[config.mk]
export PLATFORM = sky130hd
export DESIGN_NAME = sdt_inject_ctrl
export DESIGN_NICKNAME = d
export VERILOG_FILES = /design/src/rtl/sdt_pkg.sv /design/src/rtl/sdt_secded.sv /design/src/rtl/sdt_regs.sv /design/src/rtl/sdt_fsm.sv /design/src/rtl/sdt_inject_ctrl.sv
export SDC_FILE = /design/constraint.sdc
export NUM_CORES = 1
export LEC_CHECK = 0
export BUFFER_PORTS_ARGS = -buffer_cell sky130_fd_sc_hd__buf_2
export CORE_MARGIN = 2
export CORE_UTILIZATION = 53
export CTS_CLUSTER_SIZE = 8
export DETAILED_ROUTE_END_ITERATION = 8
export PLACE_DENSITY = 0.84
export SLEW_MARGIN = 20
export SYNTH_ARGS = -nofsm -noshare
export SYNTH_HDL_FRONTEND = slang
export SYNTH_SLANG_ARGS = --single-unit
[constraint.sdc]
create_clock -name clk -period 6 [get_ports clk]
set_input_delay 0.3 -clock clk [delete_from_list [all_inputs] [get_ports clk]]
set_output_delay 0.3 -clock clk [all_outputs]
set_load 0.02 [all_outputs]
[src/rtl/sdt_pkg.sv]
`timescale 1ns/1ps
package sdt_pkg;
    localparam int DATA_W   = 64;
    localparam int CHK_W    = 8;
    localparam int SYN_W    = CHK_W - 1;
    localparam int REG_W    = DATA_W / 2;
    localparam int SEL_W    = 3;
    localparam int LAST_POS = DATA_W + SYN_W;

    localparam logic [SEL_W-1:0] SEL_TADDR = 3'd0;
    localparam logic [SEL_W-1:0] SEL_TLO   = 3'd1;
    localparam logic [SEL_W-1:0] SEL_THI   = 3'd2;
    localparam logic [SEL_W-1:0] SEL_TCHK  = 3'd3;
    localparam logic [SEL_W-1:0] SEL_CTRL  = 3'd4;
    localparam logic [SEL_W-1:0] SEL_RSYN  = 3'd5;
    localparam logic [SEL_W-1:0] SEL_RLO   = 3'd6;
    localparam logic [SEL_W-1:0] SEL_RHI   = 3'd7;

    localparam int CTRL_TEST  = 0;
    localparam int CTRL_SHOT  = 1;
    localparam int CTRL_IRQ   = 2;
    localparam int CTRL_FAULT = 3;

    typedef enum logic [1:0] {
        ST_IDLE = 2'd0,
        ST_SHOT = 2'd1,
        ST_CONT = 2'd2
    } sdt_state_e;

    typedef enum logic [1:0] {
        ERR_NONE  = 2'd0,
        ERR_CORR  = 2'd1,
        ERR_UNCOR = 2'd2
    } sdt_err_e;

    // Code position of data bit idx: idx-th non-power-of-two value from 3 up.
    function automatic logic [SYN_W-1:0] data_pos(input int idx);
        int cnt;
        logic [SYN_W-1:0] res;
        cnt = 0;
        res = '0;
        for (int p = 3; p <= LAST_POS; p++) begin
            if ((p & (p - 1)) != 0) begin
                if (cnt == idx) res = SYN_W'(p);
                cnt++;
            end
        end
        return res;
    endfunction

    // Data bits that contribute to check bit k.
    function automatic logic [DATA_W-1:0] col_mask(input int k);
        logic [DATA_W-1:0] m;
        logic [SYN_W-1:0]  p;
        m = '0;
        for (int i = 0; i < DATA_W; i++) begin
            p    = data_pos(i);
            m[i] = p[k];
        end
        return m;
    endfunction
endpackage

[src/rtl/sdt_secded.sv]
`timescale 1ns/1ps
module sdt_secded
    import sdt_pkg::*;
(
    input  logic [DATA_W-1:0] data_i,
    input  logic [CHK_W-1:0]  chk_i,
    output logic [CHK_W-1:0]  syn_o,
    output sdt_err_e          err_o,
    output logic [DATA_W-1:0] data_o
);
    logic [SYN_W-1:0]  syn;
    logic [DATA_W-1:0] hit;
    logic              par;
    logic              skip;

    for (genvar k = 0; k < SYN_W; k++) begin : g_syn
        assign syn[k] = ^(data_i & col_mask(k)) ^ chk_i[k];
    end

    for (genvar i = 0; i < DATA_W; i++) begin : g_hit
        assign hit[i] = (syn == data_pos(i));
    end

    assign par  = ^{data_i, chk_i};
    assign skip = (&{data_i, chk_i}) | ~(|{data_i, chk_i});

    always_comb begin
        if (skip) begin
            err_o = ERR_NONE;
        end else if (!par) begin
            err_o = (syn == '0) ? ERR_NONE : ERR_UNCOR;
        end else begin
            err_o = (syn <= SYN_W'(LAST_POS)) ? ERR_CORR : ERR_UNCOR;
        end
    end

    assign data_o = (err_o == ERR_CORR) ? (data_i ^ hit) : data_i;
    assign syn_o  = {par, syn};
endmodule

[src/rtl/sdt_regs.sv]
`timescale 1ns/1ps
module sdt_regs
    import sdt_pkg::*;
#(
    parameter int ADDR_W = 20
) (
    input  logic              clk,
    input  logic              rst_n,
    input  logic              wr_en,
    input  logic [SEL_W-1:0]  wr_sel,
    input  logic [REG_W-1:0]  wr_data,
    input  logic              lock_i,
    output logic [ADDR_W-1:0] taddr_o,
    output logic [DATA_W-1:0] tdata_o,
    output logic [CHK_W-1:0]  tchk_o,
    output logic              irq_en_o,
    output logic              fault_en_o
);
    logic test_we;
    logic ctrl_we;

    assign test_we = wr_en && !lock_i;
    assign ctrl_we = wr_en && (wr_sel == SEL_CTRL);

    always_ff @(posedge clk or negedge rst_n) begin
        if (!rst_n) begin
            taddr_o    <= '0;
            tdata_o    <= '0;
            tchk_o     <= '0;
            irq_en_o   <= 1'b0;
            fault_en_o <= 1'b0;
        end else begin
            if (test_we) begin
                case (wr_sel)
                    SEL_TADDR: taddr_o                  <= wr_data[ADDR_W-1:0];
                    SEL_TLO:   tdata_o[REG_W-1:0]       <= wr_data;
                    SEL_THI:   tdata_o[DATA_W-1:REG_W]  <= wr_data;
                    SEL_TCHK:  tchk_o                   <= wr_data[CHK_W-1:0];
                    default:   ;
                endcase
            end
            if (ctrl_we) begin
                irq_en_o   <= wr_data[CTRL_IRQ];
                fault_en_o <= wr_data[CTRL_FAULT];
            end
        end
    end
endmodule

[src/rtl/sdt_fsm.sv]
`timescale 1ns/1ps
module sdt_fsm
    import sdt_pkg::*;
(
    input  logic clk,
    input  logic rst_n,
    input  logic ctrl_we,
    input  logic want_cont,
    input  logic want_shot,
    output logic test_on,
    output logic shot_on
);
    sdt_state_e state_q;
    sdt_state_e state_d;

    always_comb begin
        state_d = state_q;
        if (ctrl_we) begin
            if (want_cont)      state_d = ST_CONT;
            else if (want_shot) state_d = ST_SHOT;
            else                state_d = ST_IDLE;
        end else begin
            unique case (state_q)
                ST_IDLE: state_d = ST_IDLE;
                ST_SHOT: state_d = ST_IDLE;
                ST_CONT: state_d = ST_CONT;
                default: state_d = ST_IDLE;
            endcase
        end
    end

    always_ff @(posedge clk or negedge rst_n) begin
        if (!rst_n) state_q <= ST_IDLE;
        else        state_q <= state_d;
    end

    always_comb begin
        test_on = 1'b0;
        shot_on = 1'b0;
        unique case (state_q)
            ST_IDLE: ;
            ST_SHOT: shot_on = 1'b1;
            ST_CONT: test_on = 1'b1;
            default: ;
        endcase
    end
endmodule

[src/rtl/sdt_inject_ctrl.sv]
`timescale 1ns/1ps
module sdt_inject_ctrl
    import sdt_pkg::*;
#(
    parameter int ADDR_W = 20
) (
    input  logic              clk,
    input  logic              rst_n,
    input  logic              reg_we,
    input  logic [2:0]        reg_sel,
    input  logic [31:0]       reg_wdata,
    output logic [31:0]       reg_rdata,
    input  logic              chk_en,
    input  logic              fl_rd_req,
    input  logic [ADDR_W-1:0] fl_addr,
    input  logic [63:0]       fl_data,
    input  logic [7:0]        fl_ecc,
    output logic              rd_valid,
    output logic [ADDR_W-1:0] rd_addr,
    output logic [63:0]       rd_data,
    output logic              corr_irq,
    output logic              fault
);
    logic              ctrl_we;
    logic              test_on;
    logic              shot_on;
    logic              eval_test;
    logic              eval_any;
    logic [ADDR_W-1:0] taddr;
    logic [DATA_W-1:0] tdata;
    logic [CHK_W-1:0]  tchk;
    logic              irq_en;
    logic              fault_en;
    logic [DATA_W-1:0] src_data;
    logic [CHK_W-1:0]  src_chk;
    logic [CHK_W-1:0]  dec_syn;
    sdt_err_e          dec_err;
    logic [DATA_W-1:0] dec_corr;
    logic              dec_single;
    logic              dec_double;
    logic [CHK_W-1:0]  res_syn;
    sdt_err_e          res_err;
    logic [DATA_W-1:0] res_data;

    assign ctrl_we = reg_we && (reg_sel == SEL_CTRL);

    sdt_fsm u_fsm (
        .clk       (clk),
        .rst_n     (rst_n),
        .ctrl_we   (ctrl_we),
        .want_cont (reg_wdata[CTRL_TEST]),
        .want_shot (reg_wdata[CTRL_SHOT]),
        .test_on   (test_on),
        .shot_on   (shot_on)
    );

    assign eval_test = test_on | shot_on;

    sdt_regs #(.ADDR_W(ADDR_W)) u_regs (
        .clk        (clk),
        .rst_n      (rst_n),
        .wr_en      (reg_we),
        .wr_sel     (reg_sel),
        .wr_data    (reg_wdata),
        .lock_i     (eval_test),
        .taddr_o    (taddr),
        .tdata_o    (tdata),
        .tchk_o     (tchk),
        .irq_en_o   (irq_en),
        .fault_en_o (fault_en)
    );

    assign src_data = eval_test ? tdata : fl_data;
    assign src_chk  = eval_test ? tchk  : fl_ecc;

    sdt_secded u_dec (
        .data_i (src_data),
        .chk_i  (src_chk),
        .syn_o  (dec_syn),
        .err_o  (dec_err),
        .data_o (dec_corr)
    );

    assign dec_single = (dec_err == ERR_CORR);
    assign dec_double = (dec_err == ERR_UNCOR);
    assign eval_any   = eval_test | (fl_rd_req & chk_en);

    always_ff @(posedge clk or negedge rst_n) begin
        if (!rst_n) begin
            rd_valid <= 1'b0;
            rd_addr  <= '0;
            rd_data  <= '0;
            corr_irq <= 1'b0;
            fault    <= 1'b0;
            res_syn  <= '0;
            res_err  <= ERR_NONE;
            res_data <= '0;
        end else begin
            rd_valid <= fl_rd_req;
            if (fl_rd_req) begin
                rd_addr <= test_on ? taddr : fl_addr;
                rd_data <= (test_on || (!shot_on && chk_en)) ? dec_corr : fl_data;
            end
            corr_irq <= eval_any & dec_single & irq_en;
            fault    <= eval_any & dec_double & fault_en;
            if (eval_test) begin
                res_syn  <= dec_syn;
                res_err  <= dec_err;
                res_data <= dec_corr;
            end
        end
    end

    always_comb begin
        reg_rdata = '0;
        unique case (reg_sel)
            SEL_TADDR: reg_rdata = REG_W'(taddr);
            SEL_TLO:   reg_rdata = tdata[REG_W-1:0];
            SEL_THI:   reg_rdata = tdata[DATA_W-1:REG_W];
            SEL_TCHK:  reg_rdata = REG_W'(tchk);
            SEL_CTRL: begin
                reg_rdata[CTRL_TEST]  = test_on;
                reg_rdata[CTRL_IRQ]   = irq_en;
                reg_rdata[CTRL_FAULT] = fault_en;
            end
            SEL_RSYN: begin
                reg_rdata[CHK_W-1:0]     = res_syn;
                reg_rdata[CHK_W+1:CHK_W] = res_err;
            end
            SEL_RLO:   reg_rdata = res_data[REG_W-1:0];
            SEL_RHI:   reg_rdata = res_data[DATA_W-1:REG_W];
            default:   reg_rdata = '0;
        endcase
    end
endmodule

Word level (Yosys, flattened, before mapping):

Cells that the tools add are included.

* $lt $le $gt $ge: 1
* equal/unequal tests: 75
* multiplexer cells: 20
* bitwise logic cells: 17
* reduce and logical (&&, ||, !) cells: 22

Operators by type and width (number)
* $reduce_xor 64->1: 7
* $eq 7x6->1 const B: 31
* $mux 64: 3
* $pmux 22 s5: 1
* $eq 7x5->1 const B: 15
* $reduce_and 72->1: 1
* $reduce_or 72->1: 1
* $reduce_xor 72->1: 1
* $xor 64x64->64: 1
* $eq 7x4->1 const B: 7
* $eq 7x7->1 const B: 7
* $pmux 6 s7: 1
* $eq 7x3->1 const B: 3
* $mux 20: 1
* $pmux 2 s8: 1
* $mux 2: 7
* $eq 3x3->1 const B: 4
* $mux 8: 1
* $pmux 1 s8: 1
* $reduce_and 2->1: 4
* $eq 7x2->1 const B: 1
* $le 7x7->1 const B: 1
* $logic_not 7->1: 1
* $pmux 1 s7: 1
* other kinds (13): 33

* register bits after elaboration: 257
* bits of input ports: 132
* output and inout bits: 119
* logic and storage cells: 150

Longest topological paths before layout:

* depth in word-level cells: 13
* mapped depth: 23

By module:

From an unflattened synthesis, not the netlist that was laid out.

* cell total of the unflattened synthesis: 1543
* area total of the unflattened synthesis: 17143.9 µm²

Modules (own cells, without submodules)
* sdt_inject_ctrl: times used 1, cells an instance 867, area each 9276.4 µm²
* sdt_secded: times used 1, cells an instance 465, area each 4229.1 µm²
* sdt_regs: times used 1, cells an instance 204, area each 3547.2 µm²
* sdt_fsm: times used 1, cells an instance 7, area each 91.3 µm²

Worst setup path after synthesis:

No wires, ideal clock.

* kind: register to register
* from: register u_fsm.state_q[0]
* to: register rd_data[22]
* arrival: 6.008 ns
* slack: -0.134 ns
* stages on the path, launching flop included: 24
* buffers on the path: 10
* period minus slack after synthesis: 6.134 ns
* path through: dfrtp_1 -> inv_1 -> ha_1 -> buf_6 -> buf_8 -> buf_6 -> buf_2 -> buf_2 -> buf_1 -> clkbuf_1 -> clkbuf_1 -> buf_2 -> mux2i_1 -> ha_1 -> xnor2_1 -> xnor2_1 -> xnor2_1 -> xnor3_1 -> xnor3_2 -> nor4_4 -> buf_4 -> nand3_1 -> mux2i_1 -> a311o_1

* word-level cells in the longest chain between the ends: 13

Ends and longest elaborated chain
* from (decl): line sdt_fsm.sv:13 `sdt_state_e state_q;`
* from (signal assigned): line sdt_fsm.sv:34 `else state_q <= state_d;`
* $eq 2x2->1 or $eq 2x1->1 (tied branches): line sdt_fsm.sv:40 `unique case (state_q)`
* $mux 1: line sdt_fsm.sv:40
* $or 1x1->1: line sdt_inject_ctrl.sv:57 `assign eval_test = test_on | shot_on;`
* $mux 64: line sdt_inject_ctrl.sv:73 `assign src_data = eval_test ? tdata : fl_data;`
* $reduce_xor 64->1: line sdt_secded.sv:17 `assign syn[k] = ^(data_i & col_mask(k)) ^ chk_i[k];`
* $xor 1x1->1: line sdt_secded.sv:17
* $le 7x7->1 or $logic_not 7->1 (tied branches): line sdt_secded.sv:33, sdt_secded.sv:31
* $mux 2 (on tied branches): line sdt_secded.sv:33, sdt_secded.sv:31
* $mux 2: line sdt_secded.sv:30 `end else if (!par) begin`
* $mux 2: line sdt_secded.sv:28 `if (skip) begin`
* $eq 2x1->1: line sdt_secded.sv:37 `assign data_o = (err_o == ERR_CORR) ? (data_i ^ hit) : data_i;`
* $mux 64: line sdt_secded.sv:37
* $mux 64 (*): line sdt_inject_ctrl.sv:102 `rd_data <= (test_on || (!shot_on && chk_en)) ? dec_corr : fl_data;`
* to (signal assigned): line sdt_inject_ctrl.sv:102
* to (decl): line sdt_inject_ctrl.sv:20 `output logic [63:0] rd_data,`

Every way passes the cells marked *; elsewhere a longest branch is shown, timed or not.
A chain may end at the register's enable or synchronous reset.

Final worst setup path:

* from: register u_fsm.state_q[0]
* to: register rd_data[29]

The elaborated chain is that of the path after synthesis.

==> run_results.csv <==
group,metric,value,unit
status,outcome,"completed",
synth,async_flop_share,1.000,
worst_hold_path,min_path_type,"primary input to register",
setup_path,crit_family,"XOR/XNOR gates",
synth,syn_nets,1982,
global_routing,antenna_found_initial,1,
timing,setup_viol,0,
setup_path,cp.arrival,5.96,ns
setup_path,crit_start,"u_fsm.state_q[0]",
synth,yosys_register_bits,257,
cts,ctsRootBufferMaster,"clkbuf_16",
setup_path,crit_buf_inv,4,
setup_path,critical-path-max-stage-delay,0.73,ns
synth,synth_area,0.01782,mm²
timing,finalSetupTns,0,ns
cells_and_area,antenna_cells,0,
setup_path,slowest_stage,"ha_4",
routing,ant_nets,0,
timing,worst_pin_slew,1.107,ns
timing,clock.fmax,180.9,MHz
cells_and_area,final_cell_mix,"257 x dfrtp_1, 248 x buf_2, 162 x mux2i_1",
cts,clock_latency,0.55,ns
global_routing,grt_pass1_wl,94850,µm
routing,wl_per_cell,25.67,µm
cts,hold_buffers,7,
synth,synthFlopType,"dfrtp_1",
setup_path,r2r-end,"rd_data[29]",
flow_run,max_cap_violations,0,
place,placedCellCount,2409,
timing,fin_skew,0.02295,ns
synth,synthCells,1786,
floorplan,dieArea,0.03511,mm²
routing,totalWireLength,63180,µm
setup_path,endpoint_kind,"register",
cts,path_clk_slew,0.06,ns
cells_and_area,fin_cells,2461,
cts,numCtsBuffers,38,
cells_and_area,syn_to_final_growth,16.35,%
cts,cts_resized,0,
setup_path,critPathKind,"register to register",
timing,hold_viol_final,0,
synth,avgSynthCellArea,9.979,µm²
floorplan,fp.dieH,187.4,µm
cts,clock_sinks,257,
setup_path,rrSetupSlack,0.47,ns
floorplan,pin_count,251,
cells_and_area,final_cell_area,0.02074,mm²
cells_and_area,layout_commonest_cell,"dfrtp_1",
routing,vias,15650,
cells_and_area,drive_gt1_frac,0.2633,
global_routing,overflow,0,
cts,cts_tree,"done",
timing,slew_headroom,0.2615,
global_routing,grt_max_degree,178,
setup_path,crit_path_end,"rd_data[29]",
synth,synth_edf_count,0,
routing,viasPerCell,6.359,
cells_and_area,nFillCells,2776,
floorplan,core.rowCount,67,
cts,cts_max_level,2,
setup_path,r2r-start,"u_fsm.state_q[0]",
setup_path,required,6.43,ns
synth,yosys_warnings,0,
timing,rsz0062_at_grt,"false",
routing,drt_iter0_drc,1851,
routing,drt_pass1_iterations,6,
global_routing,track_usage,0.3558,
floorplan,core,0.03336,mm²
cts,post_cts_buffers,0,
timing,period_share,0.9214,
synth,yosysSeqAreaShare,0.3608,
floorplan,die_w,187.4,µm
routing,drc,0,
setup_path,crit_fanout,40,
cells_and_area,fin_nets,2204,
setup_path,startpoint_type,"register",
cts,clk_path_buf_depth,3,
place,postPlaceCellArea,0.01963,mm²
synth,synth.distinct_cells,67,
timing,drv_slew,0,
place,finalWeightedCongestion,1.025,
setup_path,path_cells,"inv_1, ha_4, buf_12, mux2i_1, inv_1, ha_1, xnor3_1, xor2_1, xor2_1, xnor2_2, xnor3_2, nor4_4, buf_4, and3_1, mux2i_1, a311o_1",
cells_and_area,seq_area,0.006431,mm²
place,dpl.hpwl,46060,µm
place,io_buffers,250,
timing,period_minus_slack,5.528,ns
setup_path,cp.depth,16,
cells_and_area,multi_input_area,0.01057,mm²
global_routing,first_global_vias,15558,
setup_path,r2r_cells,16,
floorplan,floorplan.initialDensity,0.5342,
[cell families after synthesis]
family | count (synthesis) | synth area share
and+or+nand+nor | 482 | 0.1428
muxes | 308 | 0.1888
AOI/OAI and AO/OA | 259 | 0.09660
DFF | 257 | 0.3608
buffers and inverters | 212 | 0.04809
xor gates and xnor gates | 204 | 0.1179
adders and majority gates | 64 | 0.04493
[how the worst min path moves through the flow]
stage                        from                  to  slack (ns)  cells past startpoint
floorplan                   rst_n            corr_irq       0.004                      0
global placement            rst_n  u_regs.tdata_o[56]        0.34                      1
detailed placement          rst_n  u_regs.tdata_o[24]        0.34                      1
CTS                 reg_wdata[25]  u_regs.tdata_o[57]       0.001                      2
global route        reg_wdata[28]  u_regs.tdata_o[60]        0.01                      2
finish              reg_wdata[25]  u_regs.tdata_o[57]       0.006                      2
[layer usage]
| metal | track usage | vias up | wire length, µm |
|---|---|---|---|
| li1 | - | 6810 | - |
| met1 | 0.4672 | 7740 | 25140 |
| met2 | 0.5641 | 903 | 28920 |
| met3 | 0.06191 | 197 | 5208 |
| met4 | 0.1905 | 0 | 3911 |
| met5 | 0 | - | 0 |
[cell usage after synthesis, types with 8 or more instances]
master      n  area [µm²]
a21oi_1    45       225.2
a22oi_1    18       135.1
a311o_1    44       440.4
a31oi_1    10       62.56
and3_1     25       156.4
buf_1      13       48.80
buf_2      10       50.05
clkbuf_1  104       390.4
dfrtp_1   257        6431
ha_1       64       800.8
inv_1      77       289.0
mux2_2    134        1509
mux2i_1   162        1622
nand2_1    86       322.8
nand3_1   161       805.8
nand4_1    38       237.7
nor2_1     64       240.2
nor2b_1    59       369.1
nor4_1      8       50.05
o21ai_0    72       360.4
o21ai_1    14       70.07
o22ai_1    22       137.6
xnor2_1    78       683.2
xnor3_1    12       270.3
xor2_1    100       875.8
[per-stage QoR]
step | hold WS [ns] | utilization | setup WS, ns
floorplan | 0.004409 | - | 0.01260
global placement | 0.3406 | 0.5884 | 0.6526
detailed placement | 0.3422 | 0.5884 | 0.6010
CTS | 0.001287 | 0.6215 | 0.5537
global route | 0.01439 | 0.6215 | 0.2516
finish | 0.006054 | 0.6215 | 0.4718
[area by class of cell]
class,instances,area share
Clock buffer,41,0.04688
Sequential cell,257,0.3101
Tap cell,448,0.02703
Inverter,78,0.01412
Multi-Input combinational cell,1317,0.5098
Clock inverter,4,0.003077
Timing Repair Buffer,316,0.08899
[sequential cells by signal, indices dropped and copies added (netlist names)]
register	count
fault	1
u_regs.fault_en_o	1
u_regs.tdata_o	64
rd_addr	20
rd_data	64
u_regs.irq_en_o	1
u_fsm.state_q	2
u_regs.tchk_o	8
rd_valid	1
res_syn	8
res_data	64
corr_irq	1
u_regs.taddr_o	20
res_err	2
Power is left out: the tool's default activity adds up to more than one toggle a clock period on the data nets, which glitch-free logic cannot reach.
